**config.mk**
```make
export PLATFORM = sky130hd
export DESIGN_NAME = pic_ctrl
export DESIGN_NICKNAME = d
export VERILOG_FILES = /design/src/rtl/pic_pkg.sv /design/src/rtl/pic_init_seq.sv /design/src/rtl/pic_req_latch.sv /design/src/rtl/pic_prio_resolve.sv /design/src/rtl/pic_ctrl.sv
export SDC_FILE = /design/constraint.sdc
export NUM_CORES = 1
export LEC_CHECK = 0
export BUFFER_PORTS_ARGS = -buffer_cell sky130_fd_sc_hd__buf_4
export CORE_MARGIN = 4
export CORE_UTILIZATION = 55
export CTS_CLUSTER_DIAMETER = 40
export CTS_CLUSTER_SIZE = 8
export DETAILED_ROUTE_END_ITERATION = 12
export MAX_ROUTING_LAYER = met4
export PLACE_DENSITY = 0.76
export SYNTH_ARGS = -nofsm -noshare
export SYNTH_HDL_FRONTEND = slang
export SYNTH_SLANG_ARGS = --single-unit
```
**constraint.sdc**
```tcl
create_clock -name clk -period 12.4 [get_ports clk]
set_input_delay 2.48 -clock clk [delete_from_list [all_inputs] [get_ports clk]]
set_output_delay 2.48 -clock clk [all_outputs]
set_load 0.02 [all_outputs]
```
**src/rtl/pic_pkg.sv**
```systemverilog
package pic_pkg;
  typedef enum logic [2:0] {
    ST_UNINIT,
    ST_VEC,
    ST_CAS,
    ST_MODE,
    ST_RUN
  } init_st_e;

  localparam int          START_BIT  = 4;
  localparam int          FLG_MODEW  = 0;
  localparam int          FLG_SINGLE = 1;
  localparam int          FLG_LEVEL  = 3;
  localparam int          MODE_AUTO  = 1;
  localparam int          MODE_NEST  = 4;
  localparam logic [7:0]  EOI_WORD   = 8'h20;
endpackage

```
**src/rtl/pic_init_seq.sv**
```systemverilog
module pic_init_seq
  import pic_pkg::*;
#(
  parameter int NUM_LINES = 8,
  parameter int DATA_W    = 8
) (
  input  logic                 clk,
  input  logic                 rst_n,
  input  logic                 wr_cmd,
  input  logic                 wr_dat,
  input  logic [DATA_W-1:0]    wdata,
  output logic                 restart,
  output logic                 eoi_cmd,
  output logic                 ready,
  output logic [DATA_W-1:0]    vbase,
  output logic [DATA_W-1:0]    cascade,
  output logic                 level_mode,
  output logic                 auto_eoi,
  output logic                 nested,
  output logic [NUM_LINES-1:0] mask
);
  init_st_e st_q, st_d;
  logic     want_mode_q, single_q;

  assign restart = wr_cmd && wdata[START_BIT];
  assign eoi_cmd = wr_cmd && !wdata[START_BIT] && (wdata == EOI_WORD);
  assign ready   = (st_q == ST_RUN);

  // next state for a data write inside the sequence
  always_comb begin
    st_d = st_q;
    unique case (st_q)
      ST_VEC:  st_d = !single_q ? ST_CAS : (want_mode_q ? ST_MODE : ST_RUN);
      ST_CAS:  st_d = want_mode_q ? ST_MODE : ST_RUN;
      ST_MODE: st_d = ST_RUN;
      default: st_d = st_q;
    endcase
  end

  always_ff @(posedge clk) begin
    if (!rst_n) begin
      st_q        <= ST_UNINIT;
      want_mode_q <= 1'b0;
      single_q    <= 1'b0;
      level_mode  <= 1'b0;
      auto_eoi    <= 1'b0;
      nested      <= 1'b0;
      vbase       <= '0;
      cascade     <= '0;
      mask        <= '1;
    end else if (restart) begin
      st_q        <= ST_VEC;
      want_mode_q <= wdata[FLG_MODEW];
      single_q    <= wdata[FLG_SINGLE];
      level_mode  <= wdata[FLG_LEVEL];
      auto_eoi    <= 1'b0;
      nested      <= 1'b0;
    end else if (wr_dat) begin
      unique case (st_q)
        ST_VEC:  vbase   <= wdata;
        ST_CAS:  cascade <= wdata;
        ST_MODE: begin
          auto_eoi <= wdata[MODE_AUTO];
          nested   <= wdata[MODE_NEST];
        end
        ST_RUN:  mask <= wdata[NUM_LINES-1:0];
        default: ;
      endcase
      if (st_q != ST_RUN && st_q != ST_UNINIT && st_d == ST_RUN)
        mask <= '0;
      st_q <= st_d;
    end
  end
endmodule

```
**src/rtl/pic_req_latch.sv**
```systemverilog
module pic_req_latch #(
  parameter int NUM_LINES = 8
) (
  input  logic                 clk,
  input  logic                 rst_n,
  input  logic                 clear_all,
  input  logic                 level_mode,
  input  logic [NUM_LINES-1:0] req_in,
  input  logic [NUM_LINES-1:0] ack_clr,
  output logic [NUM_LINES-1:0] irr
);
  logic [NUM_LINES-1:0] prev_q, edge_q;

  always_ff @(posedge clk) begin
    if (!rst_n) begin
      prev_q <= '0;
      edge_q <= '0;
    end else begin
      prev_q <= req_in;
      if (clear_all) edge_q <= '0;
      else           edge_q <= (edge_q & ~ack_clr) | (req_in & ~prev_q);
    end
  end

  assign irr = level_mode ? req_in : edge_q;
endmodule

```
**src/rtl/pic_prio_resolve.sv**
```systemverilog
module pic_prio_resolve #(
  parameter int NUM_LINES = 8,
  localparam int IDX_W = (NUM_LINES > 1) ? $clog2(NUM_LINES) : 1
) (
  input  logic                 ready,
  input  logic                 nested,
  input  logic [NUM_LINES-1:0] irr,
  input  logic [NUM_LINES-1:0] mask,
  input  logic [NUM_LINES-1:0] isr,
  output logic                 int_req,
  output logic [IDX_W-1:0]     win_idx,
  output logic [NUM_LINES-1:0] win_hot
);
  logic [NUM_LINES-1:0] cand;
  logic [IDX_W-1:0]     svc_idx;
  logic                 cand_any, svc_any;

  assign cand = irr & ~mask;

  always_comb begin
    win_idx  = IDX_W'(NUM_LINES - 1);
    svc_idx  = IDX_W'(NUM_LINES - 1);
    cand_any = 1'b0;
    svc_any  = 1'b0;
    for (int i = NUM_LINES - 1; i >= 0; i--) begin
      if (cand[i]) begin
        win_idx  = IDX_W'(i);
        cand_any = 1'b1;
      end
      if (isr[i]) begin
        svc_idx = IDX_W'(i);
        svc_any = 1'b1;
      end
    end
  end

  always_comb begin
    win_hot = '0;
    win_hot[win_idx] = cand_any;
  end

  assign int_req = ready && cand_any &&
                   (!svc_any || (win_idx < svc_idx) || (nested && win_idx == svc_idx));
endmodule

```
**src/rtl/pic_ctrl.sv**
```systemverilog
module pic_ctrl
  import pic_pkg::*;
#(
  parameter int NUM_LINES = 8,
  parameter int DATA_W    = 8,
  localparam int IDX_W = (NUM_LINES > 1) ? $clog2(NUM_LINES) : 1
) (
  input  logic                 clk,
  input  logic                 rst_n,
  input  logic                 bus_wr,
  input  logic                 bus_rd,
  input  logic                 bus_sel,
  input  logic [DATA_W-1:0]    bus_wdata,
  output logic [DATA_W-1:0]    bus_rdata,
  input  logic [NUM_LINES-1:0] req_in,
  output logic                 int_out,
  input  logic                 int_ack,
  output logic [DATA_W-1:0]    cfg_cascade
);
  logic                 restart, eoi_cmd, ready, level_mode, auto_eoi, nested;
  logic [DATA_W-1:0]    vbase;
  logic [NUM_LINES-1:0] mask, irr, isr, win_hot, ack_clr;
  logic [IDX_W-1:0]     win_idx;
  logic                 int_req, ack_take;

  pic_init_seq #(.NUM_LINES(NUM_LINES), .DATA_W(DATA_W)) u_seq (
    .clk(clk), .rst_n(rst_n),
    .wr_cmd(bus_wr && !bus_sel), .wr_dat(bus_wr && bus_sel), .wdata(bus_wdata),
    .restart(restart), .eoi_cmd(eoi_cmd), .ready(ready),
    .vbase(vbase), .cascade(cfg_cascade), .level_mode(level_mode),
    .auto_eoi(auto_eoi), .nested(nested), .mask(mask)
  );

  assign ack_take = int_ack && int_req;
  assign ack_clr  = ack_take ? win_hot : '0;

  pic_req_latch #(.NUM_LINES(NUM_LINES)) u_req (
    .clk(clk), .rst_n(rst_n), .clear_all(restart), .level_mode(level_mode),
    .req_in(req_in), .ack_clr(ack_clr), .irr(irr)
  );

  pic_prio_resolve #(.NUM_LINES(NUM_LINES)) u_prio (
    .ready(ready), .nested(nested), .irr(irr), .mask(mask), .isr(isr),
    .int_req(int_req), .win_idx(win_idx), .win_hot(win_hot)
  );

  // in-service register
  always_ff @(posedge clk) begin
    if (!rst_n) begin
      isr <= '0;
    end else if (restart) begin
      isr <= '0;
    end else begin
      isr <= (eoi_cmd ? (isr & (isr - 1'b1)) : isr) |
             ((ack_take && !auto_eoi) ? win_hot : '0);
    end
  end

  always_comb begin
    if (int_ack)
      bus_rdata = vbase + DATA_W'(int_req ? win_idx : IDX_W'(NUM_LINES - 1));
    else if (bus_rd && bus_sel)
      bus_rdata = DATA_W'(mask) | ~DATA_W'({NUM_LINES{1'b1}}) & {DATA_W{!ready}};
    else
      bus_rdata = '0;
  end

  assign int_out = int_req;
endmodule

```
After elaboration in Yosys (flattened, before gate mapping):

Cells that the tools add are included.
W data, S select, Z words.

* reduce and logical (&&, ||, !) cells: 28
* magnitude comparators: 3
* muxes and demuxes: 46
* equal/unequal tests: 8
* bitwise logic cells: 12
* add/sub/neg operators: 2

Operators with widths (count)
* $mux W8: 8
* $and A8 B8 Y8: 5
* $mux W3: 11
* $not A8 Y8: 3
* $mux W1: 21
* $or A8 B8 Y8: 2
* $logic_and A1 B1 Y1: 14
* $pmux W3 S3: 1
* $reduce_and A3 Y1: 3
* $add A8 B3 Y8: 1
* $eq A8 B6 Y1 const B: 1
* $mux W2: 4
* $sub A8 B1 Y8 const B: 1
* $eq A3 B2 Y1 const B: 2
* $eq A3 B3 Y1 const B: 2
* $logic_not A1 Y1: 4
* $lt A3 B4 Y1 const B: 1
* $reduce_bool A2 Y1: 2
* $demux W1 S3: 1
* $eq A3 B1 Y1 const B: 1
* $eq A3 B3 Y1: 1
* $ge A3 B1 Y1 const B: 1
* $lt A3 B3 Y1: 1
* $ne A3 B3 Y1 const B: 1
* 5 further kinds: 7

* register bits: 56
* input bits: 22
* logic and storage cells: 112

Longest topological paths before layout:

* depth in word-level cells: 18
* gate-level depth with buffers: 18

Hierarchy:

From an unflattened synthesis, not the netlist that was laid out.

* cell total of the unflattened synthesis: 336
* area, all modules: 3065.4 um2

By module, submodules not included
* pic_init_seq: sequential area each 640.6 um2, area each 1276.2 um2, times used 1, cells each 126
* pic_ctrl: sequential area each 160.2 um2, area each 724.4 um2, times used 1, cells each 94
* pic_req_latch: sequential area each 320.3 um2, area each 665.6 um2, times used 1, cells each 59
* pic_prio_resolve: sequential area each 0.0 um2, area each 399.1 um2, times used 1, cells each 57

Least setup slack after synthesis:

No wires, ideal clock.

* path kind: input to output
* start: input req_in[5]
* end: output bus_rdata[7]
* required time: 9.920 ns
* cell stages on the path: 16
* buffers on the path: 0
* path slack: 3.666 ns
* data arrival time: 6.254 ns
* path through: mux2_2 a211oi_1 o221ai_1 nand2_1 ha_1 nor2b_1 o21a_1 o221a_4 nor3_1 o21ai_0 ha_1 a21o_1 a21oi_1 nor3_1 xnor2_1 mux2i_1

* cells in the longest elaborated chain, start to end: 15
* elaborated cells on any way between the ends: 24

Ends and longest elaborated chain
* start, declared: RTL line pic_ctrl.sv:15 `input logic [NUM_LINES-1:0] req_in,`
* $mux W8 (*): RTL line pic_req_latch.sv:25 `assign irr = level_mode ? req_in : edge_q;`
* $and A8 B8 Y8 (*): RTL line pic_prio_resolve.sv:18 `assign cand = irr & ~mask;`
* $mux W2 (2 in series): RTL line pic_prio_resolve.sv:26 `if (cand[i]) begin`
* $mux W3 (4 in series): RTL line pic_prio_resolve.sv:26
* $lt A3 B3 Y1 or $eq A3 B3 Y1 (tied branches): RTL line pic_prio_resolve.sv:43 `(!svc_any || (win_idx < svc_idx) || (nested && win_idx == svc_idx));`
* $logic_or A1 B1 Y1 or $logic_and A1 B1 Y1 (tied branches): RTL line pic_prio_resolve.sv:43
* $logic_or A1 B1 Y1: RTL line pic_prio_resolve.sv:43
* $logic_and A1 B1 Y1 (*): RTL line pic_prio_resolve.sv:42 `assign int_req = ready && cand_any &&`
* named net int_out: RTL line pic_ctrl.sv:16 `output logic int_out,`
* $mux W3 (*): RTL line pic_ctrl.sv:61 `bus_rdata = vbase + DATA_W'(int_req ? win_idx : IDX_W'(NUM_LINES - 1));`
* $add A8 B3 Y8 (*): RTL line pic_ctrl.sv:61
* $mux W8 (*): RTL line pic_ctrl.sv:60 `if (int_ack)`
* end, declared: RTL line pic_ctrl.sv:14 `output logic [DATA_W-1:0] bus_rdata,`

Mark *: on every way through the listed nets, which the timed path passes. The rest lies on a longest branch.

Final worst setup path:

* start: input req_in[5]
* end: output bus_rdata[5]

* cells in the longest elaborated chain, start to end: 15
* elaborated cells on any way between the ends: 24

Ends and longest elaborated chain (RTL line)
* $mux W8 (*): pic_req_latch.sv:25
* $and A8 B8 Y8 (*): pic_prio_resolve.sv:18
* $mux W2 (2 in series): pic_prio_resolve.sv:26
* $mux W3 (4 in series): pic_prio_resolve.sv:26
* $lt A3 B3 Y1 or $eq A3 B3 Y1 (tied branches): pic_prio_resolve.sv:43
* $logic_or A1 B1 Y1 or $logic_and A1 B1 Y1 (tied branches): pic_prio_resolve.sv:43
* $logic_or A1 B1 Y1: pic_prio_resolve.sv:43
* $logic_and A1 B1 Y1: pic_prio_resolve.sv:42
* $mux W3 (*): pic_ctrl.sv:61
* $add A8 B3 Y8 (*): pic_ctrl.sv:61
* $mux W8 (*): pic_ctrl.sv:60

Mark *: on every way between the ends. The rest lies on a longest branch, timed or not.

==> flow_metrics.tcl <==
set metrics [dict create \
    status "finished, final reports clean" \
    avgRoutedWirePerCell_um 16.3 \
    ys_seq_elements 56 \
    grt_pass1_vias 2482 \
    hold_end "u_seq.vbase[0]" \
    h-tree-depth 2 \
    clockRootBuffer "clkbuf_8" \
    placed_cells 445 \
    ios 39 \
    core.rowCount 26 \
    hpwl_um 5500 \
    finalHoldViolCount 0 \
    dieArea_um2 6690 \
    synth_ff_type "dfxtp_1" \
    finalSetupViolCount 0 \
    worstSetupPathType "in -> out" \
    final_max_slew_viol_count 0 \
    viasPerCell 5.85 \
    grt_remaining_overflow 0 \
    worst_pin_slew_ns 0.746 \
    area_growth_pct 13.2 \
    synth-xor-area-share_pct 1.75 \
    diodes 0 \
    post-route-util_pct 65.1 \
    startpoint_type "input pin" \
    syn_area_um2 3000 \
    syn_inst 353 \
    synth_adder_area_share_pct 3.17 \
    dr_total_vias 2650 \
    clk_path_buf_depth 2 \
    async_reset_ff_share_pct 0 \
    yosysWarnings 0 \
    max-vdd-ir-drop_mv 0.0557 \
    drt_iter0_markers 217 \
    initial_core_util_pct 57.5 \
    hold_path_class "reg -> reg" \
    routed_wl_um 7370 \
    clk_pin_slew_ns 0.09 \
    avgSynthCellArea_um2 8.49 \
    numCtsBuffers 5 \
    synth_top_family_by_area "simple AND/OR/NAND/NOR gates" \
    gp_congestion 0.942 \
    fin_hold_ws_ns 0.496 \
    multiInputGateArea_um2 1750 \
    max_freq_ghz 0.114 \
    place_area_um2 3300 \
    fin_tns_setup_ns 0 \
    critPathRequiredTime_ns 9.92 \
    clkLatencyLatePin_ns 0.31 \
    dr.pass1.iters 4 \
    fin_cells 453 \
    grt_setup_unrepaired "false" \
    crit_family "compound AO/OA/AOI/OAI gates" \
    r2r-start "u_seq.level_mode" \
    final.min_clock_period_ns 8.75 \
    reg2reg_to "u_req.edge_q[0]" \
    fill_cells 472 \
    cp_cell_sequence "buf_4 > mux2_2 > a211oi_1 > o221ai_1 > nand2_1 > ha_1 > nor2b_1 > o21a_1 > o221a_4 > nor3_1 > o21ai_0 > ha_1 > a21o_1 > a21oi_1 > nor2_1 > xnor2_1 > mux2i_1 > buf_4" \
    worstPathArrival_ns 6.27 \
    grt_pass1_wl_um 12300 \
    maxCapViolations 0 \
    nNetsFinal 411 \
    synth_mux_area_share_pct 8.06 \
    ff2ff_path_depth 10 \
    register_area_um2 1120 \
    postCtsHoldBufs 0 \
    cts_resized 0 \
    die_w_um 81.8 \
    cts_num_sinks 56 \
    slew_headroom_pct 49.5 \
    grt_max_degree 39 \
    hp-start "u_seq.vbase[0]" \
    hold_path_depth 2 \
    ant_nets 0 \
    drc 0 \
    synth-seq-area-share_pct 37.4 \
    fp.dieH_um 81.8 \
    grt_util_all_layers_pct 24.7 \
    io_buffers 38 \
    core_area_um2 5200 \
    syn-num-nets 382 \
    worst-path-max-fanout 5 \
    synth_area_leaders "dfxtp_1 37%, mux2i_1 7.7%, nand2_1 5.4%" \
    ys_types 55 \
    max_stage_delay_ns 0.32 \
    finClkSkew_ns 0.00460 \
    yosys.area_share.simple_pct 25.6 \
    cellPowerDensity_nw_per_um2 97.0 \
    slowest_stage "nor3_1" \
    r2r_slack_ns 8.87 \
    synth_top_area_cell "dfxtp_1" \
    worst-path-buf-inv 2 \
    antenna_found_initial 0 \
    synth-compound-area-share_pct 19.9 \
    drive_gt1_share_pct 15.4 \
    cts_tree "done" \
    fin_area_um2 3390 \
    p_leak_nw 1.33 \
    synth-edff-count 0 \
    crit_cells 18 \
    cts_setup_buffers 0 \
    synth.top_cell.area_share_pct 37.4 \
    endpoint_kind "output pin" \
    timing.final.crit_share_pct 70.5 \
]
-- stage by stage --
stage / setup WS (ns) / total power, mW
after global placement: 3.89 / 0.231
after CTS: 3.69 / 0.330
after floorplan: 3.67 / 0.216
after global routing: 3.32 / 0.344
after detailed placement: 3.70 / 0.232
final: 3.65 / 0.329
-- registers in the layout, indices dropped and copies added (netlist names) --
signal,flops
u_seq.single_q,1
u_seq.mask,8
u_seq.auto_eoi,1
u_seq.vbase,8
u_seq.want_mode_q,1
u_seq.st_q,3
u_seq.nested,1
u_seq.level_mode,1
u_req.edge_q,8
u_req.prev_q,8
u_seq.cascade,8
isr,8
-- logic make-up after synthesis --
| group | count (synthesis) |
|---|---|
| and+or+nand+nor | 142 |
| adders and majority gates | 7 |
| xor gates and xnor gates | 6 |
| muxes | 24 |
| DFF | 56 |
| AOI/OAI and AO/OA | 87 |
| buffers and inverters | 31 |
-- cell type report --
type / instances / share of cell area [%]
multi-input cells: 266 / 51.6
flip-flops and latches: 56 / 33.1
repair buffers: 38 / 8.42
well taps: 70 / 2.58
clock buffers: 6 / 2.14
inverters: 15 / 1.66
clock inverters: 2 / 0.480
-- cell usage in the layout (no fill, tap or decap), types with 2 or more instances in the layout --
cell,n
o21ai_0,26
nor4_4,2
a21boi_0,8
nand2_1,43
o22ai_1,5
a21o_1,2
and2_1,11
xor2_1,2
clkbuf_8,5
nor4_1,6
xnor2_1,4
or2_2,4
o221ai_1,2
buf_4,38
nor3_1,6
a31oi_1,2
ha_1,6
nand3_1,5
dfxtp_1,56
a21oi_1,14
nand4_1,11
nor2_1,23
o211ai_1,9
mux2i_1,23
nor2b_1,21
nor3b_1,2
inv_1,15
and3b_1,3
-- synth_stat cells, drive strengths merged (2+ instances only) --
| master | instances |
|---|---|
| a21o | 2 |
| nor3 | 6 |
| o21ai | 26 |
| inv | 15 |
| nand3 | 5 |
| and3b | 3 |
| dfxtp | 56 |
| and2 | 11 |
| ha | 6 |
| o22ai | 6 |
| nand2 | 43 |
| nand4 | 11 |
| a31oi | 2 |
| xor2 | 2 |
| o211ai | 9 |
| nor2 | 23 |
| o41ai | 2 |
| nor3b | 2 |
| or2 | 4 |
| a21boi | 8 |
| o221ai | 2 |
| o221a | 2 |
| xnor2 | 4 |
| clkbuf | 13 |
| nor4 | 8 |
| buf | 3 |
| mux2i | 23 |
| nor2b | 21 |
| a21oi | 14 |
-- how the worst max path moves through the flow --
stage,from,end,slack [ns]
6_report,req_in[5],bus_rdata[5],3.65
5_1_grt,req_in[2],bus_rdata[7],3.32
4_1_cts,req_in[5],bus_rdata[5],3.69
3_5_place_dp,req_in[5],bus_rdata[5],3.70
3_3_place_gp,req_in[5],bus_rdata[7],3.89
2_1_floorplan,req_in[5],bus_rdata[7],3.67
-- worst reg2reg max path: cells and delay by family, from the launching register on --
| kind | cells | cell delay [ns] |
|---|---|---|
| AO/OA/AOI/OAI | 5 | 1.24 |
| adder cells (fa/ha/maj) | 1 | 0.17 |
| flip-flops | 1 | 0.65 |
| multiplexers | 1 | 0.42 |
| AND/OR/NAND/NOR | 3 | 0.91 |
-- layer usage --
metal	global-route usage (%)	up-vias	routed length, µm
met5	-	-	0
met4	5.65	0	76
met3	6.69	9	499
met2	36.6	69	3400
met1	33.7	1246	3390
li1	-	1326	-
-- report_power, final --
group	switching, mW	leakage, nW	total (mW)	internal, mW
registers	0.00395	0.456	0.189	0.185
clock network	0.0602	0.0414	0.101	0.0403
logic	0.0223	0.828	0.0390	0.0167
Note: power is estimated with default switching activity, not from simulation.
